<file path="src/rtl/ctlb_pkg.sv">
package ctlb_pkg;
  localparam int CTL_ADDR_W = 3;
  localparam int CTL_NCH    = 1 << CTL_ADDR_W;
  localparam int CTL_BITS   = CTL_ADDR_W + 4;

  typedef enum logic [1:0] {
    RX_HUNT = 2'd0,
    RX_CTRL = 2'd1,
    RX_WAIT = 2'd2
  } rx_state_e;

  typedef struct packed {
    logic [CTL_ADDR_W-1:0] addr;
    logic                  len_sel;
    logic                  sgl;
    logic [1:0]            pd;
  } ctl_fields_t;
endpackage

</file>
<file path="src/rtl/ctlb_rst_sync.sv">
module ctlb_rst_sync #(
  parameter int STAGES = 2
) (
  input  logic clk,
  input  logic rst_n,
  output logic rst_n_sync
);
  logic [STAGES-1:0] sync_q;

  always_ff @(posedge clk or negedge rst_n) begin
    if (!rst_n) sync_q <= '0;
    else        sync_q <= {sync_q[STAGES-2:0], 1'b1};
  end

  assign rst_n_sync = sync_q[STAGES-1];
endmodule

</file>
<file path="src/rtl/ctlb_rx.sv">
module ctlb_rx
  import ctlb_pkg::*;
#(
  parameter int RES_W       = 12,
  parameter int RES_SHORT_W = 8
) (
  input  logic        clk,
  input  logic        rst_n,
  input  logic        cs_n,
  input  logic        din,
  input  logic        short_q,
  output ctl_fields_t fields,
  output logic        byte_done,
  output logic        busy,
  output logic        active
);
  localparam int GAP_LONG  = RES_W + 2;
  localparam int GAP_SHORT = RES_SHORT_W + 2;
  localparam int CNT_W     = $clog2(GAP_LONG + 1);
  localparam int BIT_W     = $clog2(CTL_BITS);

  rx_state_e             state_q, state_d;
  logic [BIT_W-1:0]      bit_q, bit_d;
  logic [CNT_W-1:0]      since_q, since_d;
  logic [CTL_BITS-2:0]   sr_q, sr_d;
  logic                  busy_q;
  logic                  done;
  logic [CNT_W-1:0]      gap_last;

  assign gap_last = short_q ? CNT_W'(GAP_SHORT - 1) : CNT_W'(GAP_LONG - 1);

  always_comb begin
    state_d = state_q;
    bit_d   = bit_q;
    since_d = since_q;
    sr_d    = sr_q;
    done    = 1'b0;
    if (cs_n) begin
      state_d = RX_HUNT;
      bit_d   = '0;
      since_d = '0;
    end else begin
      unique case (state_q)
        RX_HUNT: begin
          if (din) begin
            state_d = RX_CTRL;
            bit_d   = '0;
            since_d = CNT_W'(1);
          end
        end
        RX_CTRL: begin
          sr_d    = {sr_q[CTL_BITS-3:0], din};
          since_d = since_q + CNT_W'(1);
          if (bit_q == BIT_W'(CTL_BITS - 1)) begin
            done    = 1'b1;
            state_d = RX_WAIT;
          end else begin
            bit_d = bit_q + BIT_W'(1);
          end
        end
        RX_WAIT: begin
          since_d = since_q + CNT_W'(1);
          if (since_q == gap_last) state_d = RX_HUNT;
        end
        default: state_d = RX_HUNT;
      endcase
    end
  end

  always_ff @(posedge clk or negedge rst_n) begin
    if (!rst_n) begin
      state_q <= RX_HUNT;
      bit_q   <= '0;
      since_q <= '0;
      sr_q    <= '0;
      busy_q  <= 1'b0;
    end else begin
      state_q <= state_d;
      bit_q   <= bit_d;
      since_q <= since_d;
      sr_q    <= sr_d;
      busy_q  <= done;
    end
  end

  assign fields    = ctl_fields_t'({sr_q[CTL_BITS-2:0], din});
  assign byte_done = done;
  assign busy      = busy_q;
  assign active    = (state_q != RX_HUNT);
endmodule

</file>
<file path="src/rtl/ctlb_decode.sv">
module ctlb_decode
  import ctlb_pkg::*;
(
  input  logic               clk,
  input  logic               rst_n,
  input  logic               load,
  input  ctl_fields_t        fields,
  input  logic               mode_pin,
  output logic [CTL_NCH-1:0] mux_pos,
  output logic [CTL_NCH-1:0] mux_neg,
  output logic               short_q,
  output logic               keep_on,
  output logic               pd_rsvd
);
  logic [CTL_NCH-1:0] pos_d, neg_d;
  logic [CTL_NCH-1:0] pos_q, neg_q;
  logic               short_d, keep_d, rsvd_d;
  logic               short_r, keep_r, rsvd_r;

  for (genvar g = 0; g < CTL_NCH; g++) begin : g_chan
    assign pos_d[g] = (fields.addr == CTL_ADDR_W'(g));
    assign neg_d[g] = !fields.sgl && (fields.addr == CTL_ADDR_W'(g ^ 1));
  end

  assign short_d = mode_pin & fields.len_sel;
  assign keep_d  = (fields.pd == 2'b11);
  assign rsvd_d  = (fields.pd == 2'b01) || (fields.pd == 2'b10);

  always_ff @(posedge clk or negedge rst_n) begin
    if (!rst_n) begin
      pos_q   <= '0;
      neg_q   <= '0;
      short_r <= 1'b0;
      keep_r  <= 1'b0;
      rsvd_r  <= 1'b0;
    end else if (load) begin
      pos_q   <= pos_d;
      neg_q   <= neg_d;
      short_r <= short_d;
      keep_r  <= keep_d;
      rsvd_r  <= rsvd_d;
    end
  end

  assign mux_pos = pos_q;
  assign mux_neg = neg_q;
  assign short_q = short_r;
  assign keep_on = keep_r;
  assign pd_rsvd = rsvd_r;
endmodule

</file>
<file path="src/rtl/ctlb_shift.sv">
module ctlb_shift #(
  parameter int RES_W       = 12,
  parameter int RES_SHORT_W = 8
) (
  input  logic             clk,
  input  logic             rst_n,
  input  logic             cs_n,
  input  logic             load,
  input  logic             short_sel,
  input  logic [RES_W-1:0] conv_val,
  output logic             dout,
  output logic             shifting
);
  localparam int CNT_W = $clog2(RES_W + 1);
  localparam int PAD_W = RES_W - RES_SHORT_W;

  logic [RES_W-1:0] sh_q, sh_d;
  logic [CNT_W-1:0] cnt_q, cnt_d;

  always_comb begin
    sh_d  = sh_q;
    cnt_d = cnt_q;
    if (cs_n) begin
      cnt_d = '0;
    end else if (load) begin
      if (short_sel) begin
        sh_d  = {conv_val[RES_W-1 -: RES_SHORT_W], {PAD_W{1'b0}}};
        cnt_d = CNT_W'(RES_SHORT_W);
      end else begin
        sh_d  = conv_val;
        cnt_d = CNT_W'(RES_W);
      end
    end else if (cnt_q != '0) begin
      sh_d  = {sh_q[RES_W-2:0], 1'b0};
      cnt_d = cnt_q - CNT_W'(1);
    end
  end

  always_ff @(posedge clk or negedge rst_n) begin
    if (!rst_n) begin
      sh_q  <= '0;
      cnt_q <= '0;
    end else begin
      sh_q  <= sh_d;
      cnt_q <= cnt_d;
    end
  end

  assign shifting = (cnt_q != '0);
  assign dout     = shifting & sh_q[RES_W-1];
endmodule

</file>
<file path="src/rtl/ctlb_frontend.sv">
module ctlb_frontend
  import ctlb_pkg::*;
#(
  parameter int RES_W       = 12,
  parameter int RES_SHORT_W = 8
) (
  input  logic               clk,
  input  logic               rst_n,
  input  logic               cs_n,
  input  logic               din,
  input  logic               mode_pin,
  input  logic [RES_W-1:0]   conv_val,
  output logic               busy,
  output logic               dout,
  output logic [CTL_NCH-1:0] mux_pos,
  output logic [CTL_NCH-1:0] mux_neg,
  output logic               res_short,
  output logic               pwr_on,
  output logic               pd_rsvd
);
  logic        rst_n_int;
  ctl_fields_t fields;
  logic        byte_done;
  logic        rx_active;
  logic        short_q;
  logic        keep_on;
  logic        shifting;
  logic        conv_act;

  ctlb_rst_sync #(.STAGES(2)) u_rst (
    .clk        (clk),
    .rst_n      (rst_n),
    .rst_n_sync (rst_n_int)
  );

  ctlb_rx #(.RES_W(RES_W), .RES_SHORT_W(RES_SHORT_W)) u_rx (
    .clk       (clk),
    .rst_n     (rst_n_int),
    .cs_n      (cs_n),
    .din       (din),
    .short_q   (short_q),
    .fields    (fields),
    .byte_done (byte_done),
    .busy      (busy),
    .active    (rx_active)
  );

  ctlb_decode u_dec (
    .clk      (clk),
    .rst_n    (rst_n_int),
    .load     (byte_done),
    .fields   (fields),
    .mode_pin (mode_pin),
    .mux_pos  (mux_pos),
    .mux_neg  (mux_neg),
    .short_q  (short_q),
    .keep_on  (keep_on),
    .pd_rsvd  (pd_rsvd)
  );

  ctlb_shift #(.RES_W(RES_W), .RES_SHORT_W(RES_SHORT_W)) u_sh (
    .clk       (clk),
    .rst_n     (rst_n_int),
    .cs_n      (cs_n),
    .load      (busy),
    .short_sel (short_q),
    .conv_val  (conv_val),
    .dout      (dout),
    .shifting  (shifting)
  );

  assign conv_act  = rx_active | shifting;
  assign pwr_on    = keep_on | conv_act;
  assign res_short = short_q;
endmodule

</file>
<file path="config.mk">
export PLATFORM = sky130hd
export DESIGN_NAME = ctlb_frontend
export DESIGN_NICKNAME = d
export VERILOG_FILES = /design/src/rtl/ctlb_pkg.sv /design/src/rtl/ctlb_rst_sync.sv /design/src/rtl/ctlb_rx.sv /design/src/rtl/ctlb_decode.sv /design/src/rtl/ctlb_shift.sv /design/src/rtl/ctlb_frontend.sv
export SDC_FILE = /design/constraint.sdc
export NUM_CORES = 1
export LEC_CHECK = 0
export BUFFER_PORTS_ARGS = -buffer_cell sky130_fd_sc_hd__buf_2
export CORE_UTILIZATION = 51
export CTS_CLUSTER_DIAMETER = 100
export DETAILED_ROUTE_END_ITERATION = 7
export GPL_ROUTABILITY_DRIVEN = 1
export PLACE_DENSITY = 0.75
export SYNTH_ARGS = -nofsm -noshare
export SYNTH_HDL_FRONTEND = slang
export SYNTH_SLANG_ARGS = --single-unit
</file>
<file path="constraint.sdc">
create_clock -name clk -period 1.46 [get_ports clk]
set_input_delay 0.219 -clock clk [delete_from_list [all_inputs] [get_ports clk]]
set_output_delay 0.219 -clock clk [all_outputs]
set_load 0.005 [all_outputs]
</file>
### Word-level counts from Yosys, hierarchy flattened

Cells that the tools add are included.

| word-level totals | value |
|---|---|
| register bits after elaboration | 53 |
| input port bits | 17 |
| output and inout bits | 21 |
| word-level logic and storage cells | 86 |

| operators by class | value |
|---|---|
| add/sub/neg operators | 3 |
| eq/ne operators | 18 |
| multiplexer cells | 23 |
| bitwise operators | 5 |
| reductions and logical operators | 24 |

Operator list:

| cell | count |
|---|---|
| $mux W12 | 2 |
| $mux W4 | 6 |
| $eq A3 B3 Y1 const B | 5 |
| $mux W3 | 5 |
| $reduce_bool A3 Y1 | 3 |
| $logic_and A1 B1 Y1 | 8 |
| $mux W2 | 4 |
| $pmux W4 S2 | 1 |
| $eq A2 B2 Y1 const B | 3 |
| $eq A3 B2 Y1 const B | 2 |
| $ne A3 B2 Y1 const B | 2 |
| $ne A3 B3 Y1 const B | 2 |
| $pmux W2 S3 | 1 |
| $pmux W3 S2 | 1 |
| $reduce_and A2 Y1 | 3 |
| $reduce_and A3 Y1 | 2 |
| $add A4 B1 Y4 const B | 1 |
| $eq A2 B1 Y1 const B | 2 |
| $eq A4 B4 Y1 | 1 |
| $reduce_bool A2 Y1 | 2 |
| $reduce_bool A4 Y1 | 1 |
| $sub A4 B1 Y4 const B | 1 |
| $add A3 B1 Y3 const B | 1 |
| $eq A3 B1 Y1 const B | 1 |
| 9 further kinds | 13 |

### Logic depth before layout (Yosys ltp)

| depth | value |
|---|---|
| depth after elaboration | 5 |
| gate-level depth with buffers | 9 |

### By module

From an unflattened synthesis, not the netlist that was laid out.

| unflattened totals | value |
|---|---|
| cell total of the unflattened synthesis | 235 |
| area total of the unflattened synthesis | 2,688.8 um^2 |

Modules (own cells, without submodules):

| module | instances | cells an instance | area each (um^2) | sequential area each (um^2) |
|---|---|---|---|---|
| ctlb_rx | 1 | 93 | 929.6 | 400.4 |
| ctlb_shift | 1 | 66 | 854.6 | 400.4 |
| ctlb_decode | 1 | 72 | 844.6 | 475.5 |
| ctlb_rst_sync | 1 | 3 | 53.8 | 50.0 |
| ctlb_frontend | 1 | 1 | 6.3 | 0.0 |

### Worst setup path before layout

Ideal clock, no wire load.

| timing path | value |
|---|---|
| kind | register to register |
| start point | register u_rx.state_q[0] |
| end point | register u_rx.bit_q[0] |
| setup time | 0.125 ns |
| arrival time | 1.521 ns |
| required time | 1.335 ns |
| slack | -0.186 ns |
| stages on the path, launching flop included | 7 |
| path buffers | 0 |
| cells stage by stage | dfrtp_1 > inv_1 > ha_1 > and2_1 > a211o_1 > nand2_1 > mux2_2 |

| between the ends | value |
|---|---|
| word-level cells in the longest chain between the ends | 3 |
| elaborated cells between the ends (all ways) | 8 |
| those cells by class | 3 x eq/ne; 2 x mux; 3 x reduce/logical |

Ends and longest elaborated chain:

| what | RTL line | source |
|---|---|---|
| start, declared | ctlb_rx.sv:22 | `rx_state_e state_q, state_d;` |
| start signal, assigned | ctlb_rx.sv:78 | `state_q <= state_d;` |
| $eq A2 B1 Y1 or $logic_not A2 Y1 (tied branches) | ctlb_rx.sv:43 | `unique case (state_q)` |
| $ne A3 B3 Y1 (no source line) (tied with other cells) | -- |  |
| $reduce_and A3 Y1 (no source line) or $mux W3 (tied branches) | -- |  |
| end signal, assigned | ctlb_rx.sv:79 | `bit_q <= bit_d;` |
| end, declared | ctlb_rx.sv:23 | `logic [BIT_W-1:0] bit_q, bit_d;` |

Several ways; a longest one is shown, not always the timed one.
A chain may end at the register's enable or synchronous reset.

### Worst setup path after layout

| timing path | value |
|---|---|
| start point | register u_sh.cnt_q[1] |
| end point | output pwr_on |

| between the ends | value |
|---|---|
| word-level cells in the longest chain between the ends | 3 |

Ends and longest elaborated chain:

| what | RTL line | source |
|---|---|---|
| start, declared | ctlb_shift.sv:18 | `logic [CNT_W-1:0] cnt_q, cnt_d;` |
| start signal, assigned | ctlb_shift.sv:45 | `cnt_q <= cnt_d;` |
| $reduce_bool A4 Y1 | ctlb_shift.sv:49 | `assign shifting = (cnt_q != '0);` |
| $or A1 B1 Y1 | ctlb_frontend.sv:72 | `assign conv_act = rx_active \| shifting;` |
| $or A1 B1 Y1 | ctlb_frontend.sv:73 | `assign pwr_on = keep_on \| conv_act;` |
| end, declared | ctlb_frontend.sv:18 | `output logic pwr_on,` |

No other way between the ends.

==> flow_summary.yaml <==
global_route:
  grt_max_degree: 27
  antenna_found_initial: 0
  grt_pass1_wl_um: 10600
  grt_usage_pct: 27.0
  grt_pass1_vias: 2146
  grt_overflow: 0
synth:
  synthArstFlopShare_pct: 100
  syn-cell-area_mm2: 0.00254
  ys.flop_type: "dfrtp_1"
  yosys_warnings: 0
  syn-num-nets: 276
  avgSynthCellArea_um2: 10.2
  synth_seq_cells: 53
  synth_cells: 248
  synth-edff-count: 0
  ys_types: 44
  seq_area_frac_synth_pct: 52.3
critical_path:
  crit_cells: 6
  critical_path.max_fanout: 2
  setup.worst_path.class: "register to output pin"
  crit_path_top_delay_cell: "dfrtp_1"
  endpoint_kind: "output pin"
  r2r_slack_ns: -0.22
  crit_start: "u_sh.cnt_q[1]"
  rr_startpoint: "u_rx.state_q[1]"
  crit_path_cell_trace: "inv_2 -> ha_4 -> nor3b_4 -> buf_6 -> nand3b_1 -> buf_2"
  reg2reg_to: "u_rx.bit_q[1]"
  arrival_ns: 1.46
  critical_path_buf_inv_count: 3
  required_ns: 1.24
  r2r_cells: 7
  crit_end: "pwr_on"
  startpoint_type: "register"
  cp_top_family: "flip-flops"
  max_stage_delay_ns: 0.41
cells_and_area:
  num_antenna_cells: 0
  syn_to_final_growth_pct: 48.1
  seq_area_mm2: 0.00133
  final_common_cell: "dfrtp_1"
  design_area_mm2: 0.00375
  fillerInstances: 291
  nNetsFinal: 354
  multi_input_area_mm2: 0.00152
  drive_above_1_share_pct: 48.3
  most-common-layout-cells: "51 x dfrtp_1, 37 x buf_2, 25 x buf_4"
clocking:
  clock-sinks: 53
  clk_latency_ns: 0.33
  cts_tree: "yes"
  cts_buffers: 5
  clk_path_buf_depth: 2
  htree_levels: 2
  root_buffer: "clkbuf_8"
  cts.clk_slew.worst_paths_ns: 0.10
floorplanning:
  die_w_um: 72.5
  initial_core_util_pct: 53.3
  fp.dieH_um: 72.5
  die-area_mm2: 0.00526
  boundaryPins: 38
  fp.coreArea_mm2: 0.00475
  rows: 25
power:
  powerDensity_mw_per_mm2: 1320
  swShare_pct: 36.5
  intPower_w: 0.00314
  p_sw_w: 0.00180
  irDropWorstVdd_mv: 1.01
  pwr-share-clk_pct: 21.9
  leakage_nw: 1.71
  power_frac_comb_pct: 36.4
  totalPowerFinal_w: 0.00494
  share_seq_of_total_power_pct: 41.8
drt:
  highest_layer: "met4"
  drt_wl_total_um: 6870
  met1_length_um: 2810
  antenna_left: 0
  wl_met2_um: 3670
  vias: 2140
  routedWlPerCell_um: 17.4
  wl_met3_um: 273
  vias_per_cell: 5.43
  drt_first_pass_iters: 4
  drt_iter0_drc: 116
  drc: 0
sta:
  min_period_ns: 1.68
  setup_slack_ns: -0.220
  rsz0062_at_grt: "yes"
  setup-tns-final_ns: -3.45
  final_hold_viol_count: 0
  fin_crit_sh_pct: 115
  slew_viol_final: 0
  fmax_mhz: 595
  setup_viol_count_final: 31
  clock_skew_ns: 0.0176
  worst_hold_slack_ns: 0.140
outcome:
  outcome: "finished, violations left"
  violations: "negative setup slack"
placed_design:
  io_buffers: 37
  place_area_mm2: 0.00293
  dp_worst_setup_slack_ns: -0.159
  hpwl_um: 3470
  gp_congestion: 0.791
hold_path:
  worstHoldPathType: "input port to register"
run:
  cap_violations: 0
==> area by class of cell <==
type | instances | share of cell area, %
clock buffer | 5 | 1.83
clock inverter | 3 | 1.33
inverter | 11 | 1.17
multi-input combinational | 172 | 40.6
sequential | 53 | 35.4
tap | 67 | 2.23
timing repair buffer | 83 | 17.5
==> cell families (layout without fill, tap and decap cells) <==
logic type	Yosys count	count (layout)	share of synthesized area [%]
and+or+nand+nor	91	91	17.2
DFF	53	53	52.3
AOI/OAI and AO/OA	51	51	13.2
buffers and inverters	23	102	4.74
muxes	13	13	5.33
adders and majority gates	11	11	5.43
xor gates and xnor gates	5	5	1.73
other	1	1	0.148
==> what timing repair did <==
action                                 4_1_cts  5_1_grt
gates resized for setup                     73       48
hold buffers                                 1        0
buffers inserted                            15       11
pin swaps                                   27       21
endpoints found under the hold margin        2        0
gates cloned                                 3        0
setup endpoints to repair                   27       44
==> worst min-delay path, cell delays in order <==
cell and delay, ns:
buf_2 0.08, nand3_1 0.05, o21ai_0 0.07
==> sequential cells by signal, indices dropped and copies added (netlist names) <==
signal,flops
u_sh.sh_q,12
u_dec.mux_neg,8
u_dec.mux_pos,8
u_rx.sr_q,6
u_rx.since_q,4
u_sh.cnt_q,4
u_rx.bit_q,3
u_rst.sync_q,2
u_rx.state_q,2
u_dec.keep_on,1
u_dec.pd_rsvd,1
u_dec.short_q,1
u_rx.busy,1
==> stage by stage <==
step                utilization [%]  std cells
floorplan                         -        248
global placement               61.7        361
detailed placement             61.7        361
CTS                            74.5        388
global route                   79.0        394
finish                         79.0        394
==> Yosys cell counts, types with 2 or more instances <==
master | number | share of area, %
nand2b_1 | 5 | 1.2
mux2_2 | 4 | 1.8
o31ai_1 | 10 | 3.0
buf_6 | 4 | 1.8
nor2b_1 | 3 | 0.74
nand4_1 | 3 | 0.74
mux2i_1 | 9 | 3.6
dfrtp_1 | 53 | 52
a21oi_1 | 16 | 3.2
o41ai_1 | 5 | 1.7
nor3_1 | 4 | 0.79
buf_2 | 3 | 0.59
nand3b_1 | 2 | 0.59
a22oi_1 | 2 | 0.59
nor2_1 | 21 | 3.1
o21ai_0 | 9 | 1.8
inv_1 | 11 | 1.6
xnor2_1 | 4 | 1.4
clkbuf_1 | 3 | 0.44
ha_1 | 11 | 5.4
and3_1 | 2 | 0.49
nand2_1 | 41 | 6.1
buf_1 | 2 | 0.30
==> how the worst min path moves through the flow <==
stage / from / to / slack [ns] / cells past startpoint
floorplan: rst_n / u_rst.sync_q[0] / -0.08 / 0
global route: mode_pin / u_dec.short_q / 0.17 / 3
finish: conv_val[0] / u_sh.sh_q[0] / 0.14 / 3
global placement: rst_n / u_rst.sync_q[0] / 0.005 / 1
CTS: mode_pin / u_dec.short_q / 0.13 / 3
detailed placement: rst_n / u_rst.sync_q[0] / 0.007 / 1
==> routing by layer <==
metal  GRT usage [%]  vias to the layer above
li1                -                     1009
met1            32.6                     1065
met2            46.9                       57
met3            5.97                        9
met4            10.5                        0
met5               0                        -
==> power by group through the flow <==
stage          clock, W  combinational [W]  sequential (W)
2_1_floorplan         0           0.000961         0.00195
3_3_place_gp          0            0.00129         0.00200
3_5_place_dp          0            0.00133         0.00201
4_1_cts         0.00108            0.00158         0.00202
5_1_grt         0.00115            0.00198         0.00210
6_report        0.00108            0.00180         0.00206
(Power assumes the default switching activity.)
